$ cat src/rtl/pcc_pkg.sv
package pcc_pkg;
  // Page granule: the page number starts at this address bit.
  localparam int PAGE_SHIFT = 12;
  // Store indices inside the counter arrays.
  localparam int ST_YOUNG = 0;
  localparam int ST_OLD   = 1;
endpackage

$ cat src/rtl/pcc_sampler.sv
module pcc_sampler #(
  parameter int DIV_W = 4
) (
  input  logic             clk,
  input  logic             rst_n,
  input  logic             take,
  input  logic [DIV_W-1:0] div,
  output logic             fire
);
  logic [DIV_W-1:0] phase_q;
  logic             every;
  logic [DIV_W:0]   nxt;

  assign every = (div <= DIV_W'(1));
  assign fire  = every || (phase_q == '0);
  assign nxt   = {1'b0, phase_q} + 1'b1;

  always_ff @(posedge clk or negedge rst_n) begin
    if (!rst_n)
      phase_q <= '0;
    else if (take)
      phase_q <= (every || nxt >= {1'b0, div}) ? '0 : nxt[DIV_W-1:0];
  end

  // A counted beat under a divisor above one is followed by skipped ones.
  p_skip_after_fire_r5: assert property (@(posedge clk) disable iff (!rst_n)
    (take && fire && div > DIV_W'(1)) |=> (div <= DIV_W'(1) || !fire));
endmodule

$ cat src/rtl/pcc_pick.sv
module pcc_pick #(
  parameter int WAY_BITS = 1,
  parameter int CNT_W    = 6,
  parameter bit FIND_MAX = 1'b0
) (
  input  logic [(1<<WAY_BITS)-1:0]       vld,
  input  logic [(1<<WAY_BITS)*CNT_W-1:0] cnt,
  output logic [WAY_BITS-1:0]            idx
);
  localparam int WAYS = 1 << WAY_BITS;

  function automatic logic [CNT_W-1:0] eff(input int w);
    return vld[w] ? cnt[w*CNT_W +: CNT_W] : '0;
  endfunction

  logic [CNT_W-1:0] best;

  if (FIND_MAX) begin : g_max
    always_comb begin
      best = eff(0);
      idx  = '0;
      for (int w = 1; w < WAYS; w++)
        if (eff(w) > best) begin
          best = eff(w);
          idx  = WAY_BITS'(w);
        end
    end
  end else begin : g_min
    always_comb begin
      best = eff(0);
      idx  = '0;
      for (int w = 1; w < WAYS; w++)
        if (eff(w) < best) begin
          best = eff(w);
          idx  = WAY_BITS'(w);
        end
    end
  end
endmodule

$ cat src/rtl/pcc_classifier.sv
module pcc_classifier
  import pcc_pkg::*;
#(
  parameter int ADDR_W   = 32,
  parameter int SET_BITS = 2,
  parameter int WAY_BITS = 1,
  parameter int CNT_W    = 6,
  parameter int DIV_W    = 4
) (
  input  logic                             clk,
  input  logic                             rst_n,
  input  logic                             acc_valid,
  output logic                             acc_ready,
  input  logic                             acc_write,
  input  logic [ADDR_W-1:0]                acc_addr,
  input  logic [DIV_W-1:0]                 sample_div,
  input  logic [CNT_W-1:0]                 hot_thresh,
  input  logic                             swap_start,
  input  logic                             age_start,
  output logic                             busy,
  input  logic                             scan_store,
  input  logic [SET_BITS-1:0]              scan_set,
  input  logic [WAY_BITS-1:0]              scan_way,
  output logic                             scan_valid,
  output logic [ADDR_W-PAGE_SHIFT-SET_BITS-1:0] scan_tag,
  output logic [CNT_W-1:0]                 scan_rd,
  output logic [CNT_W-1:0]                 scan_wr,
  output logic [CNT_W-1:0]                 scan_tot,
  output logic                             scan_hot
);
  localparam int SETS  = 1 << SET_BITS;
  localparam int WAYS  = 1 << WAY_BITS;
  localparam int TAG_W = ADDR_W - PAGE_SHIFT - SET_BITS;

  // Entry storage: [store][set][way]
  logic             vld_q [2][SETS][WAYS];
  logic [TAG_W-1:0] tag_q [2][SETS][WAYS];
  logic [CNT_W-1:0] rd_q  [2][SETS][WAYS];
  logic [CNT_W-1:0] wr_q  [2][SETS][WAYS];
  logic [CNT_W-1:0] tot_q [2][SETS][WAYS];

  logic                busy_q;
  logic [SET_BITS-1:0] wset_q;

  function automatic logic [CNT_W-1:0] sat_inc(input logic [CNT_W-1:0] v);
    return (&v) ? v : v + 1'b1;
  endfunction

  // Lookup side
  logic [SET_BITS-1:0] set_a;
  logic [TAG_W-1:0]    tag_a;
  logic [WAYS-1:0]     hit_old, hit_yng;
  logic [WAY_BITS-1:0] hw_old, hw_yng, victim;
  logic                accept, fire, count_it, is_new;
  logic                tgt_st;
  logic [WAY_BITS-1:0] tgt_way;

  assign set_a     = acc_addr[PAGE_SHIFT +: SET_BITS];
  assign tag_a     = acc_addr[ADDR_W-1 -: TAG_W];
  assign acc_ready = !busy_q && !swap_start && !age_start;
  assign accept    = acc_valid && acc_ready;
  assign count_it  = accept && fire;
  assign busy      = busy_q;

  for (genvar w = 0; w < WAYS; w++) begin : g_hit
    assign hit_old[w] = vld_q[ST_OLD][set_a][w]   && tag_q[ST_OLD][set_a][w]   == tag_a;
    assign hit_yng[w] = vld_q[ST_YOUNG][set_a][w] && tag_q[ST_YOUNG][set_a][w] == tag_a;
  end

  always_comb begin
    hw_old = '0;
    hw_yng = '0;
    for (int w = 0; w < WAYS; w++) begin
      if (hit_old[w]) hw_old = WAY_BITS'(w);
      if (hit_yng[w]) hw_yng = WAY_BITS'(w);
    end
  end

  assign is_new  = !(|hit_old) && !(|hit_yng);
  assign tgt_st  = |hit_old;
  assign tgt_way = (|hit_old) ? hw_old : (|hit_yng) ? hw_yng : victim;

  pcc_sampler #(.DIV_W(DIV_W)) u_sampler (
    .clk(clk), .rst_n(rst_n), .take(accept), .div(sample_div), .fire(fire)
  );

  // Flattened views for the way pickers
  logic [WAYS-1:0]       ins_vld, wy_vld, wo_vld;
  logic [WAYS*CNT_W-1:0] ins_cnt, wy_cnt, wo_cnt;

  always_comb begin
    for (int w = 0; w < WAYS; w++) begin
      ins_vld[w]              = vld_q[ST_YOUNG][set_a][w];
      ins_cnt[w*CNT_W +: CNT_W] = tot_q[ST_YOUNG][set_a][w];
      wy_vld[w]               = vld_q[ST_YOUNG][wset_q][w];
      wy_cnt[w*CNT_W +: CNT_W]  = tot_q[ST_YOUNG][wset_q][w];
      wo_vld[w]               = vld_q[ST_OLD][wset_q][w];
      wo_cnt[w*CNT_W +: CNT_W]  = tot_q[ST_OLD][wset_q][w];
    end
  end

  logic [WAY_BITS-1:0] y_max, o_min;

  pcc_pick #(.WAY_BITS(WAY_BITS), .CNT_W(CNT_W), .FIND_MAX(1'b0)) u_victim (
    .vld(ins_vld), .cnt(ins_cnt), .idx(victim));
  pcc_pick #(.WAY_BITS(WAY_BITS), .CNT_W(CNT_W), .FIND_MAX(1'b1)) u_ymax (
    .vld(wy_vld), .cnt(wy_cnt), .idx(y_max));
  pcc_pick #(.WAY_BITS(WAY_BITS), .CNT_W(CNT_W), .FIND_MAX(1'b0)) u_omin (
    .vld(wo_vld), .cnt(wo_cnt), .idx(o_min));

  logic [CNT_W-1:0] y_best, o_best;
  logic             do_swap;
  assign y_best  = wy_vld[y_max] ? tot_q[ST_YOUNG][wset_q][y_max] : '0;
  assign o_best  = wo_vld[o_min] ? tot_q[ST_OLD][wset_q][o_min]   : '0;
  assign do_swap = busy_q && (y_best > o_best);

  always_ff @(posedge clk or negedge rst_n) begin
    if (!rst_n) begin
      busy_q <= 1'b0;
      wset_q <= '0;
      for (int k = 0; k < 2; k++)
        for (int s = 0; s < SETS; s++)
          for (int w = 0; w < WAYS; w++) begin
            vld_q[k][s][w] <= 1'b0;
            tag_q[k][s][w] <= '0;
            rd_q[k][s][w]  <= '0;
            wr_q[k][s][w]  <= '0;
            tot_q[k][s][w] <= '0;
          end
    end else if (busy_q) begin
      if (do_swap) begin
        vld_q[ST_YOUNG][wset_q][y_max] <= vld_q[ST_OLD][wset_q][o_min];
        tag_q[ST_YOUNG][wset_q][y_max] <= tag_q[ST_OLD][wset_q][o_min];
        rd_q[ST_YOUNG][wset_q][y_max]  <= rd_q[ST_OLD][wset_q][o_min];
        wr_q[ST_YOUNG][wset_q][y_max]  <= wr_q[ST_OLD][wset_q][o_min];
        tot_q[ST_YOUNG][wset_q][y_max] <= tot_q[ST_OLD][wset_q][o_min];
        vld_q[ST_OLD][wset_q][o_min]   <= vld_q[ST_YOUNG][wset_q][y_max];
        tag_q[ST_OLD][wset_q][o_min]   <= tag_q[ST_YOUNG][wset_q][y_max];
        rd_q[ST_OLD][wset_q][o_min]    <= rd_q[ST_YOUNG][wset_q][y_max];
        wr_q[ST_OLD][wset_q][o_min]    <= wr_q[ST_YOUNG][wset_q][y_max];
        tot_q[ST_OLD][wset_q][o_min]   <= tot_q[ST_YOUNG][wset_q][y_max];
      end
      if (wset_q == SET_BITS'(SETS-1)) busy_q <= 1'b0;
      wset_q <= wset_q + 1'b1;
    end else if (swap_start) begin
      busy_q <= 1'b1;
      wset_q <= '0;
    end else if (age_start) begin
      for (int k = 0; k < 2; k++)
        for (int s = 0; s < SETS; s++)
          for (int w = 0; w < WAYS; w++) begin
            rd_q[k][s][w]  <= rd_q[k][s][w]  >> 1;
            wr_q[k][s][w]  <= wr_q[k][s][w]  >> 1;
            tot_q[k][s][w] <= tot_q[k][s][w] >> 1;
          end
    end else if (count_it) begin
      if (is_new) begin
        vld_q[ST_YOUNG][set_a][victim] <= 1'b1;
        tag_q[ST_YOUNG][set_a][victim] <= tag_a;
        rd_q[ST_YOUNG][set_a][victim]  <= acc_write ? '0 : CNT_W'(1);
        wr_q[ST_YOUNG][set_a][victim]  <= acc_write ? CNT_W'(1) : '0;
        tot_q[ST_YOUNG][set_a][victim] <= CNT_W'(1);
      end else begin
        if (acc_write) wr_q[tgt_st][set_a][tgt_way] <= sat_inc(wr_q[tgt_st][set_a][tgt_way]);
        else           rd_q[tgt_st][set_a][tgt_way] <= sat_inc(rd_q[tgt_st][set_a][tgt_way]);
        tot_q[tgt_st][set_a][tgt_way] <= sat_inc(tot_q[tgt_st][set_a][tgt_way]);
      end
    end
  end

  // Scan read-out
  assign scan_valid = vld_q[scan_store][scan_set][scan_way];
  assign scan_tag   = tag_q[scan_store][scan_set][scan_way];
  assign scan_rd    = rd_q[scan_store][scan_set][scan_way];
  assign scan_wr    = wr_q[scan_store][scan_set][scan_way];
  assign scan_tot   = tot_q[scan_store][scan_set][scan_way];
  assign scan_hot   = scan_valid && (scan_tot >= hot_thresh);

  // Checks
  p_stall_while_busy_r9: assert property (@(posedge clk) disable iff (!rst_n)
    busy_q |-> !acc_ready);
  p_walk_ends_r6: assert property (@(posedge clk) disable iff (!rst_n)
    (busy_q && wset_q == SET_BITS'(SETS-1)) |=> !busy_q);
  p_walk_cause_r6: assert property (@(posedge clk) disable iff (!rst_n)
    $rose(busy_q) |-> ($past(swap_start) && wset_q == '0));
  p_single_home_r2: assert property (@(posedge clk) disable iff (!rst_n)
    $onehot0({hit_old, hit_yng}));
  p_age_idle_only_r8: assert property (@(posedge clk) disable iff (!rst_n)
    (busy_q && age_start) |=> $stable(vld_q[ST_OLD][0][0]) && $stable(tag_q[ST_OLD][0][0]));

  for (genvar k = 0; k < 2; k++) begin : g_ck
    for (genvar s = 0; s < SETS; s++) begin : g_cs
      for (genvar w = 0; w < WAYS; w++) begin : g_cw
        p_total_covers_r4: assert property (@(posedge clk) disable iff (!rst_n)
          tot_q[k][s][w] >= rd_q[k][s][w] && tot_q[k][s][w] >= wr_q[k][s][w]);
      end
    end
  end
endmodule

$ cat config.mk
export PLATFORM = sky130hd
export DESIGN_NAME = pcc_classifier
export DESIGN_NICKNAME = d
export VERILOG_FILES = /design/src/rtl/pcc_pkg.sv /design/src/rtl/pcc_sampler.sv /design/src/rtl/pcc_pick.sv /design/src/rtl/pcc_classifier.sv
export SDC_FILE = /design/constraint.sdc
export NUM_CORES = 2
export LEC_CHECK = 0
export BUFFER_PORTS_ARGS = -buffer_cell sky130_fd_sc_hd__buf_2
export CAP_MARGIN = 10
export CORE_AREA = 10 10 285 287
export CTS_CLUSTER_SIZE = 24
export DETAILED_ROUTE_END_ITERATION = 6
export DIE_AREA = 0 0 295 297
export PLACE_DENSITY = 0.77
export REMOVE_ABC_BUFFERS = 1
export SYNTH_ARGS = -nofsm -noshare
export SYNTH_HDL_FRONTEND = slang
export SYNTH_SLANG_ARGS = --single-unit
$ cat constraint.sdc
create_clock -name clk -period 7.53 [get_ports clk]
set_input_delay 1.1295 -clock clk [delete_from_list [all_inputs] [get_ports clk]]
set_output_delay 1.1295 -clock clk [all_outputs]
set_load 0.02 [all_outputs]
==> summary.md <==
| Metric | Value |
|---|---|
| Clk root buf | `clkbuf_16` |
| Die width | `295 µm` |
| Fin. max-slew vios | `0` |
| Worst Max-Slew Pin Slew | `1.36 ns` |
| Clock Sinks | `599` |
| Worst-Skew Late Latency | `0.69 ns` |
| CTS H-tree depth | `3` |
| Post-CTS Hold Buffers | `0` |
| Layout Nets | `4236` |
| Final hold viol count | `0` |
| Worst-path clk slew | `0.06 ns` |
| Hold Slack | `0.493 ns` |
| Max Clk Rate | `0.138 GHz` |
| Post-synth EDFFs | `0` |
| Post-DP HPWL | `119000 µm` |
| Kind of critical path | `reg2reg` |
| Post-route ant nets | `0` |
| Vias in the first global route | `40300` |
| CTS tree | `built` |
| Yosys top cell by area | `dfrtp_1` |
| Grt ovf | `0` |
| Initial antenna violation count | `11` |
| Die height | `297 µm` |
| Area growth syn-to-layout | `10.3%` |
| Clock Path Buffers | `3` |
| Hold Crit Class | `in2async` |
| Seq cells post-synth | `599` |
| Core Rows | `101` |
| Synth top area cells | `dfrtp_1, mux4_2, nand2_1` |
| Max-slew headroom | `8.76%` |
| Final worst path period need | `7.24 ns` |
| Failing checks | `DRC` |
| Critical path endpoint category | `register` |
| RR Endpoint | `tag_q[252]` |
| Maxcap violations | `0` |
| Crit path launch | `wset_q[0]` |
| Synth Cell Area | `43400 µm²` |
| I/O Buffers | `79` |
| Ys async rst share | `100%` |
| Status | `finished with violations` |
| Worst-path fanout max | `27` |
| Via/cell ratio | `8.10` |
| Num CTS Buffers | `72` |
| Yosys Warn Count | `0` |
| TritonRoute pass-1 iters | `7` |
| GP Congestion | `1.04` |
| Sequential cell area fraction in the yosys report | `34.6%` |
| Setup bufs post-CTS | `0` |
| Library cells used by synthesis | `97` |
| Die Area | `87600 µm²` |
| Share of layout cells above drive strength 1 | `23.6%` |
| WP data arrival | `7.81 ns` |
| Drt wl/cell | `35.1 µm` |
| Largest net degree at the start of global routing | `181` |
| Most used flip-flop cell after synthesis | `dfrtp_1` |
| Final setup violation count | `0` |
| # DRC | `21` |
| Cells on worst reg2reg path | `21` |
| Syn Area/Cell | `10.4 µm²` |
| Reg2reg start | `wset_q[0]` |
| Setup slack, reg-to-reg | `0.29 ns` |
| Mapped Cells | `4178` |
| I/O pins | `92` |
| Worst EP required | `8.11 ns` |
| Period utilization | `96.1%` |
| Starting DRT DRC Count | `8222` |
| First-pass GRT wire length | `267000 µm` |
| Final WL | `182000 µm` |
| Starting Density | `57.5%` |
| CORE AREA | `75400 µm²` |
| Startpoint Class | `register` |
| Gr usage total | `40.7%` |
| PostCTS Resize Cnt | `0` |
| DR vias | `42000` |
| RSZ-0062 raised after global routing | `no` |
| Clk_skew | `0.0704 ns` |
| Share of the synthesized area in the top cell type | `34.6%` |
## metrics by stage
step	util (%)	setup TNS, ns	cells	worst slack, ns	instance area, µm²
detailed placement	59.9	0	5047	0.538	45200
CTS	63.4	0	5179	0.650	47800
global placement	59.9	0	5047	0.605	45200
global route	63.4	0	5181	0.0931	47800
finish	63.4	0	5187	0.293	47800
floorplan	-	-2706.38	3798	-5.42	41800
## state kept, by name (all words and copies together), names as in the netlist
register and flops:
tag_q 288, u_sampler.phase_q 4, wr_q 96, vld_q 16
wset_q 2, rd_q 96, tot_q 96, busy 1
## critical path, cell delays in order (launching register included)
cell and delay, ns:
dfrtp_4 0.80, mux4_2 0.72, and2_1 0.19, ha_1 0.26, inv_1 0.03, a31oi_1 0.15, o21a_1 0.14, o21ai_0 0.07
a21oi_1 0.33, a211o_2 0.26, buf_4 0.33, mux2i_1 0.53, or2_2 0.20, ha_1 0.24, nand3_1 0.09, o21ai_0 0.10
nor2_1 0.50, nor2_2 0.09, buf_4 0.19, a211oi_1 0.83, nand2_1 0.65, o221ai_1 0.38
## logic make-up after synthesis
kind of cell,after synthesis,synth area share (%)
AO/OA/AOI/OAI,1206,18.6
AND/OR/NAND/NOR,1191,11.8
multiplexers,630,28.0
flip-flops,599,34.6
buffers and inverters,429,4.11
XOR/XNOR,82,1.74
adder cells (fa/ha/maj),41,1.18
## layout by cell type, fill, tap and decap left out, types with 73 or more instances in the layout
cell,n
nor2_1,227
nand2_1,683
a21oi_1,272
o21ai_0,290
a221oi_1,97
dfrtp_1,596
mux4_2,461
o221ai_1,133
mux2i_1,124
buf_2,73
buf_4,185
## synth_stat cells, drive strengths merged, types with 13 or more instances
master	count
nand3	59
nand2	688
nand4	28
mux2	44
nand2b	15
a211oi	21
a31oi	37
dfrtp	599
a21oi	281
a221oi	99
o21ai	323
a22oi	48
o221ai	133
o22ai	16
a22o	58
buf	105
nor2b	14
nor2	237
ha	41
o21a	20
inv	49
o31ai	66
a222oi	13
mux4	461
and2	41
nor3	60
clkbuf	275
mux2i	125
xnor2	70
## how the worst max path moves through the flow
| stage | to | slack [ns] | cells after the start |
|---|---|---|---|
| global placement | rd_q[15] | 0.60 | 15 |
| CTS | rd_q[78] | 0.65 | 23 |
| global route | rd_q[78] | 0.09 | 23 |
| finish | tag_q[252] | 0.29 | 21 |
| detailed placement | rd_q[27] | 0.54 | 15 |
| floorplan | tag_q[256] | -5.42 | 23 |
## metal layers
metal | GRT usage (%) | vias to the layer above | share of wire, %
met5 | 0 | - | 0.039
met4 | 28.7 | 10 | 9.0
met3 | 18.8 | 1159 | 18
met2 | 53.6 | 4534 | 40
met1 | 52.3 | 20100 | 33
li1 | - | 16100 | -
## cell type report
cell class              count  area, µm²
inverters                  49        185
well taps                 978       1220
diodes                      8       20.0
fillers                  5920      27600
clock inverters            38        631
repair buffers            271       1990
multi-input cells        3150      26800
clock buffers              94       2000
flip-flops and latches    599      15000
Power is not shown: default switching activity piles up to over one toggle a cycle in this logic, so the estimate is an artifact.
